<file path="src/rtl/ifx_pkg.sv">
package ifx_pkg;
  localparam int VA_W     = 64;
  localparam int PA_W     = 44;
  localparam int PG_BITS  = 13;
  localparam int VA_MSB   = 47;
  localparam int VPN_W    = VA_MSB + 1 - PG_BITS;
  localparam int PFN_W    = PA_W - PG_BITS;
  localparam int NMODES   = 4;
  localparam int MODE_W   = $clog2(NMODES);
  localparam logic [6:0]        SPG_TAG     = 7'h7E;
  localparam logic [MODE_W-1:0] MODE_KERNEL = '0;

  typedef enum logic [1:0] {
    RES_HIT = 2'd0,
    RES_ACV = 2'd1,
    RES_PGF = 2'd2
  } res_e;
endpackage

</file>
<file path="src/rtl/ifx_sat_cnt.sv">
module ifx_sat_cnt #(
  parameter int W = 32
) (
  input  logic         clk,
  input  logic         rst_n,
  input  logic         inc,
  output logic [W-1:0] cnt
);
  logic [W-1:0] cnt_q, cnt_d;
  logic         en;

  always_comb begin
    en    = inc && (cnt_q != {W{1'b1}});
    cnt_d = cnt_q + {{(W-1){1'b0}}, 1'b1};
  end

  always_ff @(posedge clk or negedge rst_n) begin
    if (!rst_n)  cnt_q <= '0;
    else if (en) cnt_q <= cnt_d;
  end

  assign cnt = cnt_q;
endmodule

</file>
<file path="src/rtl/ifx_xlt_table.sv">
module ifx_xlt_table
  import ifx_pkg::*;
#(
  parameter int ENTRIES = 16,
  parameter int ASN_W   = 8,
  localparam int IDX_W  = (ENTRIES > 1) ? $clog2(ENTRIES) : 1
) (
  input  logic              clk,
  input  logic              rst_n,
  input  logic              wr_en,
  input  logic [IDX_W-1:0]  wr_idx,
  input  logic [VPN_W-1:0]  wr_vpn,
  input  logic [ASN_W-1:0]  wr_asn,
  input  logic [PFN_W-1:0]  wr_pfn,
  input  logic              wr_valid,
  input  logic [NMODES-1:0] wr_xmask,
  input  logic [VPN_W-1:0]  lk_vpn,
  input  logic [ASN_W-1:0]  lk_asn,
  output logic              lk_hit,
  output logic [PFN_W-1:0]  lk_pfn,
  output logic [NMODES-1:0] lk_xmask
);
  logic [VPN_W-1:0]  e_vpn   [ENTRIES];
  logic [ASN_W-1:0]  e_asn   [ENTRIES];
  logic [PFN_W-1:0]  e_pfn   [ENTRIES];
  logic [NMODES-1:0] e_xmask [ENTRIES];
  logic [ENTRIES-1:0] e_vld;
  logic [ENTRIES-1:0] match;
  logic [ENTRIES-1:0] sel;

  for (genvar i = 0; i < ENTRIES; i++) begin : g_ent
    logic we;
    assign we = wr_en && (wr_idx == IDX_W'(i));

    always_ff @(posedge clk or negedge rst_n) begin
      if (!rst_n)  e_vld[i] <= 1'b0;
      else if (we) e_vld[i] <= wr_valid;
    end

    always_ff @(posedge clk) begin
      if (we) begin
        e_vpn[i]   <= wr_vpn;
        e_asn[i]   <= wr_asn;
        e_pfn[i]   <= wr_pfn;
        e_xmask[i] <= wr_xmask;
      end
    end

    assign match[i] = e_vld[i] && (e_vpn[i] == lk_vpn) && (e_asn[i] == lk_asn);
  end

  // lowest matching index wins
  always_comb begin
    sel = '0;
    for (int i = ENTRIES - 1; i >= 0; i--) begin
      if (match[i]) sel = ENTRIES'(1) << i;
    end
  end

  always_comb begin
    lk_hit   = |match;
    lk_pfn   = '0;
    lk_xmask = '0;
    for (int i = 0; i < ENTRIES; i++) begin
      lk_pfn   = lk_pfn   | ({PFN_W{sel[i]}}  & e_pfn[i]);
      lk_xmask = lk_xmask | ({NMODES{sel[i]}} & e_xmask[i]);
    end
  end
endmodule

</file>
<file path="src/rtl/ifx_classify.sv">
module ifx_classify
  import ifx_pkg::*;
(
  input  logic [VA_W-1:0]   va,
  input  logic              pc_priv,
  input  logic [MODE_W-1:0] mode,
  input  logic              tbl_hit,
  input  logic [PFN_W-1:0]  tbl_pfn,
  input  logic [NMODES-1:0] tbl_xmask,
  output res_e              res,
  output logic [PA_W-1:0]   pa
);
  logic va_ok;
  logic spg;

  always_comb begin
    va_ok = (&va[VA_W-1:VA_MSB]) || !(|va[VA_W-1:VA_MSB]);
    spg   = (va[VA_MSB:VA_MSB-6] == SPG_TAG);
  end

  always_comb begin
    res = RES_ACV;
    pa  = '0;
    if (pc_priv) begin
      res = RES_HIT;
      pa  = {va[PA_W-1:2], 2'b00};
    end else if (!va_ok) begin
      res = RES_ACV;
    end else if (spg) begin
      if (mode == MODE_KERNEL) begin
        res = RES_HIT;
        pa  = {{4{va[40]}}, va[39:0]};
      end
    end else if (!tbl_hit) begin
      res = RES_PGF;
    end else if (tbl_xmask[mode]) begin
      res = RES_HIT;
      pa  = {tbl_pfn, va[PG_BITS-1:0]};
    end
  end
endmodule

</file>
<file path="src/rtl/ifetch_xlate.sv">
module ifetch_xlate
  import ifx_pkg::*;
#(
  parameter int ENTRIES = 16,
  parameter int ASN_W   = 8,
  parameter int CNT_W   = 32,
  localparam int IDX_W  = (ENTRIES > 1) ? $clog2(ENTRIES) : 1
) (
  input  logic              clk,
  input  logic              rst_n,
  input  logic              req_valid,
  input  logic [63:0]       req_va,
  input  logic [63:0]       req_pc,
  input  logic [1:0]        req_mode,
  input  logic [ASN_W-1:0]  req_asn,
  input  logic              wr_en,
  input  logic [IDX_W-1:0]  wr_idx,
  input  logic [34:0]       wr_vpn,
  input  logic [ASN_W-1:0]  wr_asn,
  input  logic [30:0]       wr_pfn,
  input  logic              wr_valid,
  input  logic [3:0]        wr_xmask,
  output logic              rsp_valid,
  output logic [43:0]       rsp_pa,
  output logic [1:0]        rsp_code,
  output logic [CNT_W-1:0]  cnt_hit,
  output logic [CNT_W-1:0]  cnt_miss,
  output logic [CNT_W-1:0]  cnt_viol,
  output logic [CNT_W-1:0]  cnt_access
);
  logic              tbl_hit;
  logic [PFN_W-1:0]  tbl_pfn;
  logic [NMODES-1:0] tbl_xmask;
  res_e              cls_res;
  logic [PA_W-1:0]   cls_pa;
  logic              unused_pc_bits;

  assign unused_pc_bits = ^req_pc[63:1];

  ifx_xlt_table #(.ENTRIES(ENTRIES), .ASN_W(ASN_W)) u_tbl (
    .clk      (clk),
    .rst_n    (rst_n),
    .wr_en    (wr_en),
    .wr_idx   (wr_idx),
    .wr_vpn   (wr_vpn),
    .wr_asn   (wr_asn),
    .wr_pfn   (wr_pfn),
    .wr_valid (wr_valid),
    .wr_xmask (wr_xmask),
    .lk_vpn   (req_va[VA_MSB:PG_BITS]),
    .lk_asn   (req_asn),
    .lk_hit   (tbl_hit),
    .lk_pfn   (tbl_pfn),
    .lk_xmask (tbl_xmask)
  );

  ifx_classify u_cls (
    .va        (req_va),
    .pc_priv   (req_pc[0]),
    .mode      (req_mode),
    .tbl_hit   (tbl_hit),
    .tbl_pfn   (tbl_pfn),
    .tbl_xmask (tbl_xmask),
    .res       (cls_res),
    .pa        (cls_pa)
  );

  // response register
  logic            vld_q, vld_d;
  logic [PA_W-1:0] pa_q, pa_d;
  logic [1:0]      code_q, code_d;
  logic            inc_hit, inc_miss, inc_viol, inc_acc;

  always_comb begin
    vld_d    = req_valid;
    pa_d     = req_valid ? cls_pa : pa_q;
    code_d   = req_valid ? cls_res : code_q;
    inc_hit  = req_valid && (cls_res == RES_HIT);
    inc_miss = req_valid && (cls_res == RES_PGF);
    inc_viol = req_valid && (cls_res == RES_ACV);
    inc_acc  = inc_hit || inc_miss;
  end

  always_ff @(posedge clk or negedge rst_n) begin
    if (!rst_n) begin
      vld_q  <= 1'b0;
      pa_q   <= '0;
      code_q <= RES_HIT;
    end else begin
      vld_q  <= vld_d;
      pa_q   <= pa_d;
      code_q <= code_d;
    end
  end

  assign rsp_valid = vld_q;
  assign rsp_pa    = pa_q;
  assign rsp_code  = code_q;

  ifx_sat_cnt #(.W(CNT_W)) u_c_hit  (.clk(clk), .rst_n(rst_n), .inc(inc_hit),  .cnt(cnt_hit));
  ifx_sat_cnt #(.W(CNT_W)) u_c_miss (.clk(clk), .rst_n(rst_n), .inc(inc_miss), .cnt(cnt_miss));
  ifx_sat_cnt #(.W(CNT_W)) u_c_viol (.clk(clk), .rst_n(rst_n), .inc(inc_viol), .cnt(cnt_viol));
  ifx_sat_cnt #(.W(CNT_W)) u_c_acc  (.clk(clk), .rst_n(rst_n), .inc(inc_acc),  .cnt(cnt_access));
endmodule

</file>
<file path="config.mk">
export PLATFORM = sky130hd
export DESIGN_NAME = ifetch_xlate
export DESIGN_NICKNAME = d
export VERILOG_FILES = /design/src/rtl/ifx_pkg.sv /design/src/rtl/ifx_sat_cnt.sv /design/src/rtl/ifx_xlt_table.sv /design/src/rtl/ifx_classify.sv /design/src/rtl/ifetch_xlate.sv
export SDC_FILE = /design/constraint.sdc
export NUM_CORES = 2
export LEC_CHECK = 0
export CAP_MARGIN = 15
export CELL_PAD_IN_SITES_DETAIL_PLACEMENT = 1
export CELL_PAD_IN_SITES_GLOBAL_PLACEMENT = 1
export CORE_ASPECT_RATIO = 1.5
export CORE_MARGIN = 3
export CORE_UTILIZATION = 44
export CTS_CLUSTER_SIZE = 14
export DETAILED_ROUTE_END_ITERATION = 8
export PLACE_DENSITY_LB_ADDON = 0.3
export SYNTH_ARGS = -nofsm -noshare
export SYNTH_HDL_FRONTEND = slang
export SYNTH_SLANG_ARGS = --single-unit
</file>
<file path="constraint.sdc">
create_clock -name clk -period 5.6 [get_ports clk]
set_input_delay 1.12 -clock clk [delete_from_list [all_inputs] [get_ports clk]]
set_output_delay 1.12 -clock clk [all_outputs]
set_load 0.01 [all_outputs]
</file>
==> summary.md <==
| Metric | Value |
|---|---|
| DR WL/cell | `32.1 µm` |
| Via/cell ratio | `5.91` |
| Pre-CTS setup slack | `-0.653 ns` |
| Die height | `452 µm` |
| Max Fclk | `0.182 GHz` |
| Mapped cell area | `about 60,000 µm²` |
| Final period utilization | `0.982` |
| Drt pass-1 iters | `5` |
| Total chip power | `0.0234 W` |
| Max FO, Critical Path | `4` |
| Mean Syn Cell Area | `between 15 and 20 µm²` |
| Hold Vio Cnt, Final | `0` |
| Final Slew Violations | `0` |
| Multi-input gate area | `between 15,000 and 20,000 µm²` |
| Main flop type after synthesis | `edfxtp_1` |
| Most common cell after layout, fill and taps aside | `edfxtp_1` |
| Synth warn | `0` |
| RSZ-0062 raised after global routing | `no` |
| Synth async-reset ratio | `0.133` |
| Die area | `137,000 µm²` |
| Post-synth EDFFs | `1,248` |
| CTS tree | `done` |
| Leakage power | `roughly 24 nW` |
| Placed cell area | `67,700 µm²` |
| Initial Utilization | `0.446` |
| Reg clk slew, reported paths | `about 0.07 ns` |
| Boundary Pins | `400` |
| Design area | `72,200 µm²` |
| Clk_skew | `0.0299 ns` |
| Area grow syn2layout | `23.9%` |
| DRC Markers | `0` |
| Slew Limit Headroom | `0.111` |
| # port buffers | `336` |
| Setup violations, final | `0` |
| MaxCap Viol Count | `0` |
| WP data required | `roughly 6.3 ns` |
| Worst Max-Slew Pin Slew | `1.33 ns` |
| Post-DP HPWL | `around 140 mm` |
| Outcome | `complete, no violations` |
| Ratio of cells with drive above 1 in the final layout | `0.166` |
| Crit Path Category | `in -> reg` |
| Post-synthesis cell count | `approximately 3,800` |
| CP endpoint kind | `register` |
| First-pass GRT wire length | `between 200 and 300 mm` |
| VDD IR-drop max | `0.308 mV` |
| Routed Antenna Nets | `0` |
| Global route overflow | `0` |
| Fin crit period | `approximately 5.5 ns` |
| Antenna violations before repair | `13` |
| Fillers | `12,400` |
| Routability congestion estimate from global placement | `0.909` |
| Register Area | `42,300 µm²` |
| Die Width | `roughly 300 µm` |
| Nets | `4,764` |
| Maximum clock path buffer count | `3` |
| Most frequent cells in the layout | `1,248 x edfxtp_1, 647 x xnor2_1, 385 x buf_4, 321 x clkdlybuf4s50_1, 232 x nand4_1` |
| GRT Resource Usage Total | `0.297` |
| Syn nets | `3,993` |
| Final worst slack | `0.100 ns` |
| Seq/Total Area, Yosys | `0.725` |
| Row cnt | `between 150 and 200` |
| Clk root buf | `clkbuf_16` |
| Routed wire length | `between 200 and 250 mm` |
| Hold Buf Count CTS | `0` |
| Clock Sinks | `about 1,400` |
| Via Count | `roughly 38,000` |
| Core ar. | `131,000 µm²` |
| Largest net degree at the start of global routing | `101` |
| 1st-iter DRT viols | `between 4,000 and 5,000` |
| Pwr dens | `324 nW/µm²` |
| #FFs+latches synth | `1,439` |
| Worst Setup Start Kind | `primary input` |
| Synth cell types | `76` |
| CTS Buf Count | `140` |
| Max H-tree Level | `4` |
| Worst min path class | `in -> async` |
| Clk Latency, worst-skew pair | `0.79 ns` |
| Worst EP arrival | `6.15 ns` |
| Vias in the first global route | `39,800` |
-- cell families (layout without fill, tap and decap cells) --
kind of cell / Yosys count / count (layout) / synth area share
flops: 1439 / 1439 / 0.725
simple gates: 912 / 912 / 0.0855
xor+xnor: 781 / 781 / 0.118
compound gates: 361 / 361 / 0.0446
buf+inv: 233 / 1114 / 0.0202
mux: 34 / 34 / 0.00631
fa+ha+maj: 4 / 4 / 0.000859
other cells: 0 / 3 / 0
-- metal layers --
| metal | global-route usage | vias up | wire, µm |
|---|---|---|---|
| li1 | - | 15800 | - |
| met1 | 0.346 | 19600 | 72500 |
| met2 | 0.510 | 1749 | 103000 |
| met3 | 0.0507 | 553 | 14200 |
| met4 | 0.180 | 14 | 14500 |
| met5 | 0 | - | 133 |
-- cells in the mapped netlist (all sizes together), types with 12 or more instances --
library cell	number	area (µm²)
a22oi	147	1100
and4	37	324
clkbuf	74	278
nor2b	15	93.8
nand4	233	1460
a21oi	66	330
buf	110	714
dfrtp	191	4780
xnor2	649	5700
nand2b	19	119
o21ai	18	90.1
and3	47	294
nor3	57	285
mux2	22	248
nand3	115	576
a31oi	43	269
nor4	63	437
a222oi	33	330
nor2	144	543
xor2	132	1160
mux2i	12	120
nand2	142	536
inv	49	184
edfxtp	1248	37500
-- worst paths after layout --
kind                            cells after the start  slack, ns                to                from
worst min register to register                      1       0.49  u_c_viol.cnt[30]    u_c_viol.cnt[30]
max in group asynchronous                           2       4.10    u_c_hit.cnt[0]               rst_n
worst max register to register                     16       0.67    u_c_hit.cnt[3]  u_tbl.e_asn[0][54]
worst max-delay path                               18        0.1    u_c_hit.cnt[3]          req_asn[6]
min in group clk                                    1       0.49  u_c_viol.cnt[30]    u_c_viol.cnt[30]
worst min-delay path                                1       0.34  u_c_viol.cnt[17]               rst_n
-- cell type report --
cell class                      count  share of cell area
Antenna cell                        3            0.000104
Clock buffer                      195              0.0547
Clock inverter                     57             0.00707
Inverter                           49             0.00255
Multi-Input combinational cell   2092               0.209
Sequential cell                  1439               0.585
Tap cell                         1722              0.0298
Timing Repair Buffer              813               0.111
-- through the flow --
step	utilization	hold slack [ns]	std cells	TNS, ns
after CTS	0.552	0.371	6365	0
after global routing	0.552	0.411	6367	0
after floorplan	-	0.474	3764	-0.111
after detailed placement	0.518	0.484	6113	-60.23
final	0.552	0.344	6370	0
after global placement	0.518	0.475	6112	-50.47
-- timing repair --
item                       4_1_cts  5_1_grt
buffers inserted                 0        0
setup endpoints to repair        0       19
resized for setup                0        1
-- power breakdown --
part	internal [W]	switching (W)	total, W
logic	0.000795	0.00108	0.00188
clock network	0.00519	0.00413	0.00932
registers	0.0120	0.000207	0.0122
-- worst max-delay path, stage by stage --
cell	delay (ns)
clkdlybuf4s50_1	0.43
buf_4	0.18
xnor2_1	0.24
nand4_1	0.32
or4_1	0.52
buf_4	0.16
nor4_2	0.50
buf_4	0.22
nand3_1	0.10
a311oi_1	0.34
a211o_1	0.15
nor3_1	0.05
buf_4	0.13
a221oi_2	0.49
o211ai_2	0.23
and2_4	0.26
or4b_4	0.52
xnor2_2	0.14
-- flip-flops by register name, indices dropped and copies added, names as in the netlist --
name and flops:
u_c_hit.cnt 32, u_tbl.e_asn 128, u_tbl.e_pfn 496, u_c_miss.cnt 32, u_tbl.e_vpn 560, u_c_acc.cnt 32, u_tbl.e_vld 16, rsp_code 2
rsp_pa 44, rsp_valid 1, u_tbl.e_xmask 64, u_c_viol.cnt 32
Power figures use the tool's default switching activity.
